[config.mk]
export PLATFORM = sky130hd
export DESIGN_NAME = dram_refresh_ctrl
export DESIGN_NICKNAME = d
export VERILOG_FILES = /design/src/rtl/dram_refresh_pkg.sv /design/src/rtl/refresh_timer.sv /design/src/rtl/refresh_backlog.sv /design/src/rtl/cbr_sequencer.sv /design/src/rtl/dram_refresh_ctrl.sv
export SDC_FILE = /design/constraint.sdc
export NUM_CORES = 1
export LEC_CHECK = 0
export BUFFER_PORTS_ARGS = -buffer_cell sky130_fd_sc_hd__buf_4
export CORE_UTILIZATION = 55
export CTS_CLUSTER_DIAMETER = 50
export DETAILED_ROUTE_END_ITERATION = 6
export PLACE_DENSITY = 0.82
export SYNTH_ARGS = -nofsm -noshare
export SYNTH_HDL_FRONTEND = slang
export SYNTH_HIERARCHICAL = 1
export SYNTH_SLANG_ARGS = --single-unit
[constraint.sdc]
create_clock -name clk -period 3 [get_ports clk]
set_clock_uncertainty 0.2 [all_clocks]
set_input_delay 0.15 -clock clk [delete_from_list [all_inputs] [get_ports clk]]
set_output_delay 0.15 -clock clk [all_outputs]
set_load 0.01 [all_outputs]
[src/rtl/dram_refresh_pkg.sv]
package dram_refresh_pkg;

    typedef enum logic [2:0] {
        CBR_IDLE,
        CBR_CAS_LEAD,
        CBR_RAS_CAS,
        CBR_RAS_ONLY,
        CBR_PRECHG
    } cbr_state_e;

    typedef struct packed {
        logic ras_n;
        logic cas_n;
        logic we_n;
    } dram_strobe_t;

    // Strobe levels for each refresh phase; write enable is never asserted.
    function automatic dram_strobe_t strobe_for(cbr_state_e s);
        dram_strobe_t o;
        o = '{ras_n: 1'b1, cas_n: 1'b1, we_n: 1'b1};
        unique case (s)
            CBR_CAS_LEAD: o.cas_n = 1'b0;
            CBR_RAS_CAS: begin
                o.cas_n = 1'b0;
                o.ras_n = 1'b0;
            end
            CBR_RAS_ONLY: o.ras_n = 1'b0;
            default: ;
        endcase
        return o;
    endfunction

endpackage

[src/rtl/refresh_timer.sv]
module refresh_timer #(
    parameter int STARTUP_CYC  = 50000,
    parameter int INTERVAL_CYC = 3900
) (
    input  logic clk,
    input  logic rst,
    input  logic run,
    output logic boot_done,
    output logic tick
);
    localparam int BOOT_W = $clog2(STARTUP_CYC + 1);
    localparam int INT_W  = $clog2(INTERVAL_CYC + 1);

    logic [BOOT_W-1:0] boot_cnt;
    logic [INT_W-1:0]  int_cnt;
    logic              int_last;

    always_ff @(posedge clk) begin
        if (rst) begin
            boot_cnt  <= '0;
            boot_done <= 1'b0;
        end else if (!boot_done) begin
            if (boot_cnt == BOOT_W'(STARTUP_CYC - 1)) boot_done <= 1'b1;
            else                                      boot_cnt  <= boot_cnt + 1'b1;
        end
    end

    assign int_last = (int_cnt == INT_W'(INTERVAL_CYC - 1));
    assign tick     = run && int_last;

    always_ff @(posedge clk) begin
        if (rst || !run)   int_cnt <= '0;
        else if (int_last) int_cnt <= '0;
        else               int_cnt <= int_cnt + 1'b1;
    end

    AST_BOOT_STAYS: assert property (@(posedge clk) disable iff (rst)
        boot_done |=> boot_done);

endmodule

[src/rtl/refresh_backlog.sv]
module refresh_backlog #(
    parameter int MAX_OWED = 8
) (
    input  logic                           clk,
    input  logic                           rst,
    input  logic                           due,
    input  logic                           take,
    output logic [$clog2(MAX_OWED+1)-1:0]  owed,
    output logic                           overflow
);
    localparam int OW_W = $clog2(MAX_OWED + 1);

    always_ff @(posedge clk) begin
        if (rst) begin
            owed     <= '0;
            overflow <= 1'b0;
        end else begin
            unique case ({due, take})
                2'b10: begin
                    if (owed == OW_W'(MAX_OWED)) overflow <= 1'b1;
                    else                         owed     <= owed + 1'b1;
                end
                2'b01:   owed <= owed - 1'b1;
                default: ;
            endcase
        end
    end

    AST_OVERFLOW_STICKY: assert property (@(posedge clk) disable iff (rst)
        overflow |=> overflow);
    AST_TAKE_ONLY_OWED: assert property (@(posedge clk) disable iff (rst)
        take |-> owed != '0);

endmodule

[src/rtl/cbr_sequencer.sv]
module cbr_sequencer
    import dram_refresh_pkg::*;
#(
    parameter int CSR_CYC = 2,
    parameter int CHR_CYC = 3,
    parameter int RAS_CYC = 13,
    parameter int RP_CYC  = 8
) (
    input  logic         clk,
    input  logic         rst,
    input  logic         start,
    output logic         busy,
    output dram_strobe_t strobe
);
    localparam int PH_W = $clog2(CSR_CYC + RAS_CYC + RP_CYC + 1);

    cbr_state_e      state;
    logic [PH_W-1:0] ph_cnt;
    logic            ph_last;

    function automatic logic [PH_W-1:0] phase_len(cbr_state_e s);
        unique case (s)
            CBR_CAS_LEAD: return PH_W'(CSR_CYC);
            CBR_RAS_CAS:  return PH_W'(CHR_CYC);
            CBR_RAS_ONLY: return PH_W'(RAS_CYC - CHR_CYC);
            CBR_PRECHG:   return PH_W'(RP_CYC);
            default:      return PH_W'(1);
        endcase
    endfunction

    assign ph_last = (ph_cnt == phase_len(state) - 1'b1);

    always_ff @(posedge clk) begin
        if (rst) begin
            state  <= CBR_IDLE;
            ph_cnt <= '0;
        end else if (state == CBR_IDLE) begin
            ph_cnt <= '0;
            if (start) state <= CBR_CAS_LEAD;
        end else if (ph_last) begin
            ph_cnt <= '0;
            unique case (state)
                CBR_CAS_LEAD: state <= CBR_RAS_CAS;
                CBR_RAS_CAS:  state <= CBR_RAS_ONLY;
                CBR_RAS_ONLY: state <= CBR_PRECHG;
                default:      state <= CBR_IDLE;
            endcase
        end else begin
            ph_cnt <= ph_cnt + 1'b1;
        end
    end

    assign busy   = (state != CBR_IDLE);
    assign strobe = strobe_for(state);

    // Independent width counters watching the strobe pins.
    localparam int CK_W = $clog2(RAS_CYC + RP_CYC + 2);
    logic [CK_W-1:0] low_run, high_run;

    always_ff @(posedge clk) begin
        if (rst) begin
            low_run  <= '0;
            high_run <= CK_W'(RP_CYC);
        end else if (!strobe.ras_n) begin
            low_run  <= low_run + 1'b1;
            high_run <= '0;
        end else begin
            low_run  <= '0;
            if (high_run < CK_W'(RP_CYC)) high_run <= high_run + 1'b1;
        end
    end

    AST_CAS_LEADS_RAS: assert property (@(posedge clk) disable iff (rst)
        $fell(strobe.ras_n) |-> !strobe.cas_n && $past(!strobe.cas_n));
    AST_CAS_RISES_IN_RAS: assert property (@(posedge clk) disable iff (rst)
        $rose(strobe.cas_n) |-> !strobe.ras_n);
    AST_RAS_WIDTH: assert property (@(posedge clk) disable iff (rst)
        $rose(strobe.ras_n) |-> low_run == CK_W'(RAS_CYC));
    AST_PRECHARGE_MIN: assert property (@(posedge clk) disable iff (rst)
        $fell(strobe.ras_n) |-> high_run >= CK_W'(RP_CYC));

endmodule

[src/rtl/dram_refresh_ctrl.sv]
module dram_refresh_ctrl
    import dram_refresh_pkg::*;
#(
    parameter int STARTUP_CYC  = 50000,
    parameter int WARMUP_CNT   = 8,
    parameter int INTERVAL_CYC = 3900,
    parameter int CSR_CYC      = 2,
    parameter int CHR_CYC      = 3,
    parameter int RAS_CYC      = 13,
    parameter int RP_CYC       = 8,
    parameter int MAX_OWED     = 8
) (
    input  logic clk,
    input  logic rst,
    input  logic host_req,
    input  logic host_busy,
    output logic host_grant,
    output logic refresh_active,
    output logic mem_ready,
    output logic backlog_err,
    output logic ras_n,
    output logic cas_n,
    output logic we_n
);
    localparam int WARM_W = (WARMUP_CNT < 1) ? 1 : $clog2(WARMUP_CNT + 1);
    localparam int OW_W   = $clog2(MAX_OWED + 1);

    logic              boot_done, tick, seq_busy, start, want_ref, grant_q;
    logic [WARM_W-1:0] warm_left;
    logic [OW_W-1:0]   owed;
    dram_strobe_t      strobe;

    refresh_timer #(
        .STARTUP_CYC (STARTUP_CYC),
        .INTERVAL_CYC(INTERVAL_CYC)
    ) timer_i (
        .clk      (clk),
        .rst      (rst),
        .run      (mem_ready),
        .boot_done(boot_done),
        .tick     (tick)
    );

    refresh_backlog #(.MAX_OWED(MAX_OWED)) backlog_i (
        .clk     (clk),
        .rst     (rst),
        .due     (tick),
        .take    (start && mem_ready),
        .owed    (owed),
        .overflow(backlog_err)
    );

    cbr_sequencer #(
        .CSR_CYC(CSR_CYC),
        .CHR_CYC(CHR_CYC),
        .RAS_CYC(RAS_CYC),
        .RP_CYC (RP_CYC)
    ) seq_i (
        .clk   (clk),
        .rst   (rst),
        .start (start),
        .busy  (seq_busy),
        .strobe(strobe)
    );

    // Refresh is owed either from the warm-up burst or from the periodic backlog.
    assign want_ref = boot_done && (mem_ready ? (owed != '0) : (warm_left != '0));
    // Never start out of a host access, nor in the cycle after a grant.
    assign start    = want_ref && !seq_busy && !host_busy && !grant_q;

    always_ff @(posedge clk) begin
        if (rst) begin
            warm_left <= WARM_W'(WARMUP_CNT);
            mem_ready <= 1'b0;
            grant_q   <= 1'b0;
        end else begin
            grant_q <= host_grant;
            if (start && !mem_ready) warm_left <= warm_left - 1'b1;
            if (boot_done && warm_left == '0 && !seq_busy) mem_ready <= 1'b1;
        end
    end

    assign host_grant     = host_req && mem_ready && !want_ref && !seq_busy && !host_busy;
    assign refresh_active = seq_busy;
    assign ras_n          = strobe.ras_n;
    assign cas_n          = strobe.cas_n;
    assign we_n           = strobe.we_n;

    AST_NO_PREEMPT: assert property (@(posedge clk) disable iff (rst)
        $rose(refresh_active) |-> $past(!host_busy));
    AST_NO_GRANT_WHEN_OWED: assert property (@(posedge clk) disable iff (rst)
        (mem_ready && owed != '0) |-> !host_grant);
    AST_GRANT_EXCLUSIVE: assert property (@(posedge clk) disable iff (rst)
        host_grant |-> ras_n && cas_n);
    AST_READY_AFTER_BURST: assert property (@(posedge clk) disable iff (rst)
        $rose(mem_ready) |-> $past(!refresh_active) && warm_left == '0);
    AST_READY_STAYS: assert property (@(posedge clk) disable iff (rst)
        mem_ready |=> mem_ready);

endmodule

### Yosys cells after proc, flatten, opt, wreduce, memory -nomap -nowiden

Index checks and enable logic that the tools add are counted.

| storage, ports and cells | value |
|---|---|
| memory bits (read-only) | 0 |
| bits in writable memories | 0 |
| bits in registers | 48 |
| output and inout bits | 7 |
| memories | 0 |
| word-level logic and storage cells | 77 |
| latch bits | 0 |
| bits of input ports | 4 |

| operators by class | value |
|---|---|
| order comparisons | 0 |
| $mul | 0 |
| $add $sub $neg | 7 |
| shift operators | 0 |
| bitwise logic cells | 2 |
| div/mod/pow operators | 0 |
| mux-type cells | 12 |
| reductions and logical operators | 34 |
| equal/unequal tests | 12 |

Operator list:

| operator | number |
|---|---|
| $add A16 B1 Y16 const B | 1 |
| $eq A16 B16 Y1 const B | 1 |
| $pmux W4 S4 | 1 |
| $logic_and A1 B1 Y1 | 13 |
| $add A12 B1 Y12 const B | 1 |
| $eq A12 B12 Y1 const B | 1 |
| $mux W3 | 3 |
| $pmux W3 S3 | 1 |
| $pmux W4 S2 | 1 |
| $reduce_and A2 Y1 | 4 |
| $reduce_bool A4 Y1 | 2 |
| $sub A4 B1 Y4 const B | 2 |
| $eq A3 B2 Y1 const B | 2 |
| $reduce_or A2 Y1 | 3 |
| $add A5 B1 Y5 const B | 1 |
| $eq A5 B5 Y1 | 1 |
| $logic_not A1 Y1 | 5 |
| $mux W1 | 5 |
| $sub A4 B1 Y5 const B | 1 |
| $add A4 B1 Y4 const B | 1 |
| $eq A4 B4 Y1 const B | 1 |
| $logic_not A4 Y1 | 1 |
| $mux W4 | 1 |
| $ne A2 B2 Y1 const B | 2 |
| other kinds (10) | 12 |

### Logic depth before layout (Yosys ltp)

Gate-level depths: netlist of run 1.

| logic depth | value |
|---|---|
| depth in word-level cells | 10 |
| gate-level depth with buffers | 11 |
| mapped depth without buffers | 10 |

### By module

Netlist of run 1, hierarchy kept.

By module, submodules not included:

| module | cells each | area an instance (µm²) | times used | sequential area each (µm²) |
|---|---|---|---|---|
| refresh_timer | 150 | 1361.3 | 1 | 580.6 |
| cbr_sequencer | 65 | 564.3 | 1 | 160.2 |
| dram_refresh_ctrl | 42 | 369.1 | 1 | 120.1 |
| refresh_backlog | 31 | 284.0 | 1 | 100.1 |

### Least setup slack after synthesis of run 1

No wires, ideal clock.

| path | value |
|---|---|
| path type | reg-to-reg |
| start | register seq_i.state[1] |
| end | register backlog_i.owed[2] |
| setup time | 0.123 ns |
| data arrival time | 2.688 ns |
| stages on the path, launching flop included | 12 |
| data required time | 2.677 ns |
| clock period less this slack | 3.012 ns |
| setup slack | -0.012 ns |
| buffers on the path | 1 |
| cells stage by stage | dfxtp_1 -> buf_4 -> nor3_1 -> inv_1 -> nor3_2 -> and3_1 -> nand2b_1 -> xnor2_1 -> ha_1 -> nor4b_1 -> a31oi_1 -> mux2_1 |

| between the ends | value |
|---|---|
| word-level cells in the longest chain between the ends | 9 |
| elaborated cells on any way between the ends | 12 |
| those cells by class | eq/ne: 3; mux: 1; reduce/logical: 8 |

RTL lines:

| element | RTL line | text |
|---|---|---|
| from (decl) | cbr_sequencer.sv:17 | `cbr_state_e state;` |
| from (signal assigned) | cbr_sequencer.sv:35 | `state <= CBR_IDLE;` |
| from (signal assigned) | cbr_sequencer.sv:39 | `if (start) state <= CBR_CAS_LEAD;` |
| from (signal assigned) | cbr_sequencer.sv:43 | `CBR_CAS_LEAD: state <= CBR_RAS_CAS;` |
| $reduce_bool A3 Y1 (*) | cbr_sequencer.sv:53 | `assign busy = (state != CBR_IDLE);` |
| via refresh_active | dram_refresh_ctrl.sv:18 | `output logic refresh_active,` |
| $logic_not A1 Y1 (*) | dram_refresh_ctrl.sv:69 | `assign start = want_ref && !seq_busy && !host_busy && !grant_q;` |
| $logic_and A1 B1 Y1 (*) (3 in a row) | dram_refresh_ctrl.sv:69 |  |
| $logic_and A1 B1 Y1 (*) | dram_refresh_ctrl.sv:48 | `.take (start && mem_ready),` |
| $eq A2 B2 Y1 or $eq A2 B1 Y1 (tied branches) | refresh_backlog.sv:18 | `unique case ({due, take})` |
| $ne A2 B2 Y1 (no source line) or $reduce_bool A2 Y1 (tied branches) | n/a |  |
| $reduce_and A2 Y1 (no source line) | n/a |  |
| to (signal assigned) | refresh_backlog.sv:21 | `else owed <= owed + 1'b1;` |
| to (signal assigned) | refresh_backlog.sv:23 | `2'b01: owed <= owed - 1'b1;` |
| to (decl) | refresh_backlog.sv:8 | `output logic [$clog2(MAX_OWED+1)-1:0] owed,` |

The timed path passes the listed nets; every way through them passes the cells marked *.
A chain may end at the register's enable or synchronous reset.

### Final worst setup path of run 1

| path | value |
|---|---|
| start | register timer_i.int_cnt[2] |
| end | register backlog_i.owed[2] |

| between the ends | value |
|---|---|
| word-level cells in the longest chain between the ends | 5 |
| elaborated cells on any way between the ends | 8 |
| those cells by class | eq/ne: 4; mux: 1; reduce/logical: 3 |

RTL lines:

| element | RTL line | text |
|---|---|---|
| from (decl) | refresh_timer.sv:15 | `logic [INT_W-1:0] int_cnt;` |
| from (signal assigned) | refresh_timer.sv:34 | `else int_cnt <= int_cnt + 1'b1;` |
| $eq A12 B12 Y1 (*) | refresh_timer.sv:28 | `assign int_last = (int_cnt == INT_W'(INTERVAL_CYC - 1));` |
| $logic_and A1 B1 Y1 (*) | refresh_timer.sv:29 | `assign tick = run && int_last;` |
| via tick | dram_refresh_ctrl.sv:28 | `logic boot_done, tick, seq_busy, start, want_ref, grant_q;` |
| $eq A2 B2 Y1 or $eq A2 B1 Y1 (tied branches) | refresh_backlog.sv:18 |  |
| $ne A2 B2 Y1 (no source line) or $reduce_bool A2 Y1 (tied branches) | n/a |  |
| $reduce_and A2 Y1 (no source line) | n/a |  |

Marks and branches as above.

==> results_dict.tcl, run 1 <==
set metrics [dict create \
    yosysSeqAreaShare_pct 37.3 \
    post-route-period-util_pct 91.1 \
    fin_setup_tns_ns 0 \
    hold_slack_ns 0.0762 \
    hold_class "input pin to register" \
    die_area_um2 4970 \
    grt_setup_unrepaired "no" \
    num_antenna_cells 0 \
    overflow 0 \
    gp_congestion 0.831 \
    avgSynthCellArea_um2 8.95 \
    totalWireLength_mm 4.63 \
    synth_edf_count 0 \
    cts-root-buf "clkbuf_8" \
    cts_inserted_buffers 5 \
    io_pins 11 \
    vdd_drop_max_mv 0.412 \
    fp.dieH_um 70.5 \
    cp-start-kind "register" \
    worst-path-max-fanout 5 \
    grt_usage_pct 20.3 \
    drtPass1Iterations 4 \
    async_flop_share_pct 0 \
    hold_viol_final 0 \
    clk_path_buf_depth 2 \
    worst_slew_pin_slew_ns 0.510 \
    cts_setup_buffers 0 \
    num_vias 2035 \
    synth_cell_types 68 \
    synth_fp_nets 298 \
    worstSkewPairLatency_ns 0.30 \
    synth_compound_area_share_pct 10.0 \
    row_count 24 \
    yosys.area_share.simple_pct 34.8 \
    n_fill_cell 382 \
    start_util_pct 58.0 \
    wire_per_inst_um 13.1 \
    grt_pass1_vias 1955 \
    synth_xor_area_share_pct 8.15 \
    dp_hpwl_mm 3.17 \
    syn_to_final_growth_pct 8.98 \
    ctsResizeCount 0 \
    slew_viol_final 0 \
    p_leak_nw 1.05 \
    cts_sinks 48 \
    cp-end-kind "register" \
    finalCriticalPeriod_ns 2.73 \
    ys_ff_latch 48 \
    clk_pin_slew_ns 0.09 \
    final_cell_count_no_fill 353 \
    setup_viol 0 \
    pwr_density_cell_nw_per_um2 404 \
    htree_levels 2 \
    io_buffers 9 \
    muxShareOfSynthArea_pct 2.67 \
    drv_cap 0 \
    ys_warn_count 6 \
    outcome "complete, no violations" \
    critPathKind "register to register" \
    dp.cells 343 \
    grt_max_degree 47 \
    synthesis.instances 288 \
    antenna_found_initial 0 \
    slew_headroom_pct 65.5 \
    route.detailed.drc 0 \
    fp.dieW_um 70.5 \
    core_area_um2 4440 \
    clock.fmax_mhz 366 \
    synth_ff_type "dfxtp_1" \
    required_ns 2.99 \
    final_antenna_net_count 0 \
    synth_top_family_by_area "simple AND/OR/NAND/NOR gates" \
    crit_arrival_ns 2.73 \
    grt_pass1_wl_mm 8.16 \
    fin_nets 310 \
    tritoncts "yes" \
    drive_above_1_share_pct 15.9 \
    synthAdderAreaFrac_pct 2.91 \
    drt_iter0_drc 99 \
    syn-cell-area_um2 2580 \
    vias_per_cell 5.76 \
]
-- cells in the final DEF, fill, tap and decap left out, drive strengths merged, types with 8 or more instances in the layout --
cell / instances
buf: 12
xnor2: 15
xor2: 9
a31oi: 8
nor4: 8
dfxtp: 48
nor2b: 10
nor3: 14
nand2b: 8
nand3: 13
nand2: 11
inv: 11
nor2: 35
a21oi: 8
nand4: 9
-- through the flow --
step           utilization [%]  instance area [µm²]  setup slack, ns  power [mW]
2_1_floorplan                -                 2580            0.181       0.680
3_3_place_gp              60.4                 2680            0.418       0.688
3_5_place_dp              60.4                 2680            0.317       0.689
4_1_cts                   63.2                 2810            0.273        1.15
5_1_grt                   63.2                 2810           0.0709        1.18
6_report                  63.2                 2810            0.268        1.13
-- registers in the layout, indices dropped and copies added, names as in the netlist --
register and cells:
timer_i/boot_cnt 16, timer_i/int_cnt 12, seq_i/ph_cnt 5, backlog_i/owed 4, warm_left 4, seq_i/state 3
backlog_i/overflow 1, grant_q 1, mem_ready 1, timer_i/boot_done 1
-- kinds of logic after synthesis --
family                     count (synthesis)
adders and majority gates                  6
DFF                                       48
and+or+nand+nor                          143
xor gates and xnor gates                  24
muxes                                      6
AOI/OAI and AO/OA                         39
other                                      1
buffers and inverters                     21
-- Yosys cell counts, drive strengths merged, types with 6 or more instances --
library cell	count	area (µm²)
dfxtp	48	961
nor2	35	131
xnor2	15	131
nor3	14	91.3
nand3	13	75.1
inv	11	41.3
nand2	11	41.3
nor2b	10	70.1
nand4	9	56.3
xor2	9	78.8
a21oi	8	40.0
a31oi	8	50.1
nand2b	8	52.6
nor4	8	56.3
buf	7	47.5
and3	6	40.0
ha	6	75.1
-- repair_timing --
item	in CTS	in global routing
hold endpoints to repair	1	0
hold buffers	2	0
setup endpoints to repair	0	0
-- worst max-delay path, cell delays in order, from the launching register on --
cell and delay (ns):
dfxtp_1 0.36, or4b_1 0.55, nor4_2 0.19, and2_1 0.22, nand2b_1 0.17, xnor2_1 0.09
ha_1 0.21, nor4b_1 0.25, a31oi_1 0.08, mux2_1 0.31
-- metal layers --
layer	part of all wire (%)	track usage, %
met1	48	24.8
met2	48	35.0
met4	1.2	7.26
met5	0	0
met3	2.7	4.47
-- power by group --
group | switching (mW) | leakage (nW) | internal, mW | total (mW)
registers | 0.00360 | 0.387 | 0.640 | 0.644
clock network | 0.211 | 0.0552 | 0.247 | 0.458
logic | 0.0185 | 0.609 | 0.0143 | 0.0328
total | 0.233 | 1.05 | 0.902 | 1.13
-- path summary, 6_finish.rpt --
check	start	cells after the start	to	slack, ns
setup reg to reg	timer_i/int_cnt[2]	9	backlog_i/owed[2]	0.27
hold / removal	host_busy	4	warm_left[0]	0.08
setup / recovery	timer_i/int_cnt[2]	9	backlog_i/owed[2]	0.27
hold reg to reg	timer_i/int_cnt[0]	1	timer_i/int_cnt[0]	0.28
-- area by class of cell --
| type | count | area [µm²] | area share [%] |
|---|---|---|---|
| multi-input cells | 219 | 1520 | 54.1 |
| flip-flops and latches | 48 | 961 | 34.2 |
| repair buffers | 14 | 110 | 3.92 |
| clock buffers | 6 | 72.6 | 2.58 |
| well taps | 52 | 65.1 | 2.32 |
| inverters | 12 | 46.3 | 1.65 |
| clock inverters | 2 | 35.0 | 1.25 |
(Power assumes the default switching activity.)
==> run 2: changes to the inputs <==
- PLACE_DENSITY: 0.82 -> 0.79
- clock period: 3 -> 3.4 ns (I/O delays scaled with it)
==> run 2 against run 1 <==
Compared with the run above:
- combinational power fell by 16%
- fmax fell by 7.4%
- non-clock buffer count is 2 lower
- setup slack better by 0.18 ns
- routed wire length fell by 0.67%
- total power down 16%
- sequential power decreased by 12%
- via count rose by 0.69%
- first-iteration DRC count up 56%
- critical path depth rose by 1
- highest routed layer unchanged
==> results_dict.tcl, run 2 (synthesis gave the netlist of run 1 again) <==
set metrics [dict create \
    outcome "complete, no violations" \
    critical_path.startpoint "seq_i/state[1]" \
    num_antenna_cells 0 \
    grt_pass1_vias 1823 \
    cts_inserted_buffers 5 \
    slew_viol_final 0 \
    whs_endpoint "warm_left[0]" \
    regMostFlops "timer_i/boot_cnt" \
    top_regs "timer_i/boot_cnt: 16 flops, timer_i/int_cnt: 12 flops, seq_i/ph_cnt: 5 flops" \
    fin_area_um2 2780 \
    crit_chain "nor3_1 > inv_1 > nor3_2 > and3_1 > nand2b_1 > xnor2_1 > ha_1 > nor4b_1 > a31oi_1 > mux2_1" \
    clk_path_buf_depth 2 \
    finalCriticalPeriod_ns 2.95 \
    required_ns 3.39 \
    io_pins 11 \
    start_util_pct 58.0 \
    die_area_um2 4970 \
    drt_iter0_drc 154 \
    vias_per_cell 5.84 \
    cts-root-buf "clkbuf_8" \
    hold_viol_final 0 \
    clock.fmax_mhz 339 \
    post-route-period-util_pct 86.8 \
    antenna_found_initial 0 \
    dp.cells 341 \
    rr_startpoint "seq_i/state[1]" \
    hold_start "host_busy" \
    dp_hpwl_mm 3.22 \
    final_cell_mix "48 x dfxtp_1, 35 x nor2_1, 15 x xnor2_1" \
    fin_nets 308 \
    setup_viol 0 \
    core_area_um2 4440 \
    fp.dieH_um 70.5 \
    cp-end-kind "register" \
    reg2reg_depth 10 \
    swShare_pct 22.3 \
    io_buffers 9 \
    num_vias 2049 \
    worstSkewPairLatency_ns 0.30 \
    cts_sinks 48 \
    power.share.combinational_pct 2.9 \
    row_count 24 \
    largest_reg_flops 16 \
    grt_pass1_wl_mm 7.88 \
    p_int_mw 0.741 \
    fin_setup_tns_ns 0 \
    overflow 0 \
    worst-path-max-fanout 11 \
    route.detailed.drc 0 \
    mostFrequentLayoutCell "dfxtp_1" \
    clockPowerShare_pct 37.5 \
    totalWireLength_mm 4.60 \
    hold_class "input pin to register" \
    gp_congestion 0.854 \
    n_fill_cell 382 \
    final_antenna_net_count 0 \
    crit_arrival_ns 2.94 \
    vdd_drop_max_mv 0.239 \
    cp-start-kind "register" \
    final_cell_count_no_fill 351 \
    syn_to_final_growth_pct 7.81 \
    drv_cap 0 \
    tritoncts "yes" \
    critPathKind "register to register" \
    pwr_density_cell_nw_per_um2 343 \
    grt_usage_pct 19.8 \
    cp_slowest_stage_delay_ns 0.43 \
    grt_max_degree 47 \
    ff2ff_setup_slack_ns 0.45 \
    grt_setup_unrepaired "no" \
    clk_pin_slew_ns 0.09 \
    p_seq_share_pct 59.6 \
    wire_per_inst_um 13.1 \
    hold_depth 4 \
    reg2reg_to "backlog_i/owed[2]" \
    power_switching_mw 0.212 \
    fp.dieW_um 70.5 \
    htree_levels 2 \
    p_leak_nw 1.03 \
    postPlaceCellArea_um2 2660 \
    cp_slowest_cell "dfxtp_1" \
    drtPass1Iterations 4 \
    power_mw 0.954 \
    drive_above_1_share_pct 15.4 \
]
run 2: cell count changes in the layout (fill, tap and decap cells not counted), sizes merged:
cell      change
bufinv        -1
clkinv        -1
buf           -2
clkinvlp      +2
run 2: per-stage QoR:
stage | util (%) | setup slack [ns] | hold WS, ns
2_1_floorplan | - | 0.388 | 0.0394
3_3_place_gp | 59.9 | 0.648 | 0.244
3_5_place_dp | 59.9 | 0.517 | 0.258
4_1_cts | 62.6 | 0.458 | 0.0114
5_1_grt | 62.6 | 0.179 | 0.0379
6_report | 62.6 | 0.449 | 0.0211
run 2: critical path: cells and delay by family, from the launching register on:
family,cells,cell delay [ns]
adder cells (fa/ha/maj),1,0.20
AND/OR/NAND/NOR,5,1.31
flip-flops,1,0.43
XOR/XNOR,1,0.14
multiplexers,1,0.33
buffers and inverters,1,0.13
AO/OA/AOI/OAI,1,0.09
run 2: repair_timing:
item	CTS	global route
buffers inserted	0	0
gates resized for setup	0	0
hold buffers	2	0
hold endpoints to repair	1	0
run 2: worst max-delay path by stage:
stage / to / slack (ns) / cells past startpoint
2_1_floorplan: backlog_i/owed[2] / 0.39 / 11
3_3_place_gp: backlog_i/owed[2] / 0.65 / 10
3_5_place_dp: backlog_i/owed[2] / 0.52 / 10
4_1_cts: backlog_i/owed[2] / 0.46 / 10
5_1_grt: backlog_i/owed[2] / 0.18 / 10
6_report: backlog_i/owed[2] / 0.45 / 10
run 2: layer usage:
| layer | vias up | share of wire, % | global-route usage (%) |
|---|---|---|---|
| met5 | - | 0 | 0 |
| met4 | 0 | 1.6 | 8.39 |
| met3 | 6 | 2.7 | 4.04 |
| met2 | 30 | 46 | 32.6 |
| met1 | 952 | 49 | 25.1 |
| li1 | 1061 | - | - |
run 2: final cells by class:
type / instances / area, µm² / area share, %
clock inverter: 2 / 15.0 / 0.540
clock buffer: 6 / 82.6 / 2.97
multi-input combinational: 219 / 1520 / 54.5
inverter: 12 / 46.3 / 1.67
sequential: 48 / 961 / 34.6
tap: 52 / 65.1 / 2.34
timing repair buffer: 12 / 95.1 / 3.42
run 2: power groups by stage:
stage	Combinational, mW	Clock (mW)	Sequential (mW)
2_1_floorplan	0.0198	0	0.580
3_3_place_gp	0.0252	0	0.581
3_5_place_dp	0.0259	0	0.581
4_1_cts	0.0277	0.371	0.568
5_1_grt	0.0308	0.390	0.569
6_report	0.0275	0.358	0.568
==> run 3: changes to the inputs <==
==> constraint.sdc (replaced) <==
create_clock -name clk -period 3.4 [get_ports clk]
set_clock_uncertainty 0.2 [all_clocks]
set_input_delay 0.34 -clock clk [delete_from_list [all_inputs] [get_ports clk]]
set_output_delay 0.34 -clock clk [all_outputs]
set_load 0.01 [all_outputs]
==> run 3 against run 2 <==
Compared with the run above:
- setup slack improved by 0.0024 ns
- flip-flop and latch count unchanged
- worst hold slack better by 0.079 ns
- routed wire length decreased by 0.41%
- combinational power fell by 7%
- critical path type unchanged
- first-iteration DRC count grew 2.6%
- fmax about the same
==> results_dict.tcl, run 3 (synthesis gave the netlist of run 1 again) <==
set metrics [dict create \
    outcome "complete, no violations" \
    crit_chain "nor3_1 > inv_1 > nor3_2 > and3_1 > nand2b_1 > xnor2_1 > ha_1 > nor4b_1 > a31oi_1 > mux2_1" \
    hold_viol_final 0 \
    hold_slack_ns 0.100 \
    highest_layer "met4" \
    largest_reg_flops 16 \
    reg2reg_depth 10 \
    clock.fmax_mhz 339 \
    ctsResizeCount 0 \
    reg2reg_to "backlog_i/owed[2]" \
    worstSkewPairLatency_ns 0.30 \
    die_area_um2 4970 \
    hold_depth 3 \
    io_pins 11 \
    clk_path_buf_depth 2 \
    grt_usage_pct 19.8 \
    slew_viol_final 0 \
    cp-start-kind "register" \
    pwr_density_cell_nw_per_um2 345 \
    core_area_um2 4440 \
    totalWireLength_mm 4.58 \
    ff2ff_setup_slack_ns 0.45 \
    vias_per_cell 5.78 \
    top_regs "timer_i/boot_cnt: 16 flops, timer_i/int_cnt: 12 flops, seq_i/ph_cnt: 5 flops" \
    cts_sinks 48 \
    syn_to_final_growth_pct 7.04 \
    htree_levels 2 \
    path_buf_inv 1 \
    num_vias 2018 \
    drt_iter0_drc 158 \
    required_ns 3.39 \
    io_buffers 9 \
    antenna_found_initial 0 \
    final_antenna_net_count 0 \
    start_util_pct 58.0 \
    met2_length_mm 2.13 \
    dp_hpwl_mm 3.22 \
    cpLargestDelayFamily "simple AND/OR/NAND/NOR gates" \
    setup_viol 0 \
    worst-path-max-fanout 11 \
    route.detailed.drc 0 \
    critical_path_cell_count 10 \
    hold_class "input pin to register" \
    cts-root-buf "clkbuf_8" \
    fin_nets 306 \
    drive_above_1_share_pct 15.5 \
    cp-end-kind "register" \
    grt_pass1_wl_mm 7.88 \
    crit_end "backlog_i/owed[2]" \
    critPathKind "register to register" \
    gp_congestion 0.854 \
    rr_startpoint "seq_i/state[1]" \
    drv_cap 0 \
    grt_setup_unrepaired "no" \
    vdd_drop_max_mv 0.238 \
    grt_max_degree 47 \
    wl_met3_um 93 \
    tritoncts "yes" \
    cp_slowest_stage_delay_ns 0.43 \
    n_fill_cell 381 \
    cts_inserted_buffers 5 \
    cts_setup_buffers 0 \
    num_antenna_cells 0 \
    final_cell_mix "48 x dfxtp_1, 35 x nor2_1, 15 x xnor2_1" \
    wire_per_inst_um 13.1 \
    row_count 24 \
    fin_setup_tns_ns 0 \
    critical_path.startpoint "seq_i/state[1]" \
    post-route-period-util_pct 86.7 \
    finalCriticalPeriod_ns 2.95 \
    p_leak_nw 1.02 \
    overflow 0 \
    cts_hold_buf 0 \
    grt_pass1_vias 1823 \
    regMostFlops "timer_i/boot_cnt" \
    drt-met1-wl_mm 2.32 \
    crit_arrival_ns 2.94 \
    mostFrequentLayoutCell "dfxtp_1" \
    clk_pin_slew_ns 0.09 \
    drtPass1Iterations 4 \
    fp.dieH_um 70.5 \
    fp.dieW_um 70.5 \
    cp_slowest_cell "dfxtp_1" \
]
## run 3: area by class of cell
class / instances / area [µm²] / share of cell area [%]
multi-input combinational: 219 / 1520 / 54.9
clock buffer: 6 / 82.6 / 2.99
inverter: 12 / 46.3 / 1.68
timing repair buffer: 10 / 75.1 / 2.72
sequential: 48 / 961 / 34.8
clock inverter: 2 / 15.0 / 0.544
tap: 52 / 65.1 / 2.36
## run 3: worst min path at each step
stage / start / slack (ns) / end
after CTS: host_req / 0.09 / grant_q
after detailed placement: timer_i/int_cnt[0] / 0.27 / timer_i/int_cnt[0]
after floorplan: rst / 0.21 / backlog_i/owed[1]
after global routing: host_req / 0.10 / grant_q
after global placement: timer_i/int_cnt[0] / 0.24 / timer_i/int_cnt[0]
final: host_req / 0.10 / grant_q
## run 3: worst min-delay path, cell delays in order
cell and delay, ns:
buf_4 0.11, nand2b_1 0.07, nor4_1 0.05
## run 3: report_power, final
group	switching, mW	internal, mW	total (mW)
combinational	0.0154	0.0103	0.0257
sequential	0.00348	0.565	0.568
clock	0.193	0.165	0.358
## run 3: layer usage
metal,up-vias,global-route usage (%)
met2,18,32.6
met5,-,0
met1,939,25.1
met4,0,8.39
li1,1057,-
met3,4,4.04
## run 3: through the flow
stage / cells / util, % / setup slack [ns] / area (µm²) / power (mW)
after floorplan: 288 / - / 0.388 / 2580 / 0.600
after global placement: 341 / 59.9 / 0.648 / 2660 / 0.606
after detailed placement: 341 / 59.9 / 0.517 / 2660 / 0.607
after CTS: 349 / 62.1 / 0.458 / 2760 / 0.965
after global routing: 349 / 62.1 / 0.179 / 2760 / 0.988
final: 349 / 62.1 / 0.451 / 2760 / 0.951
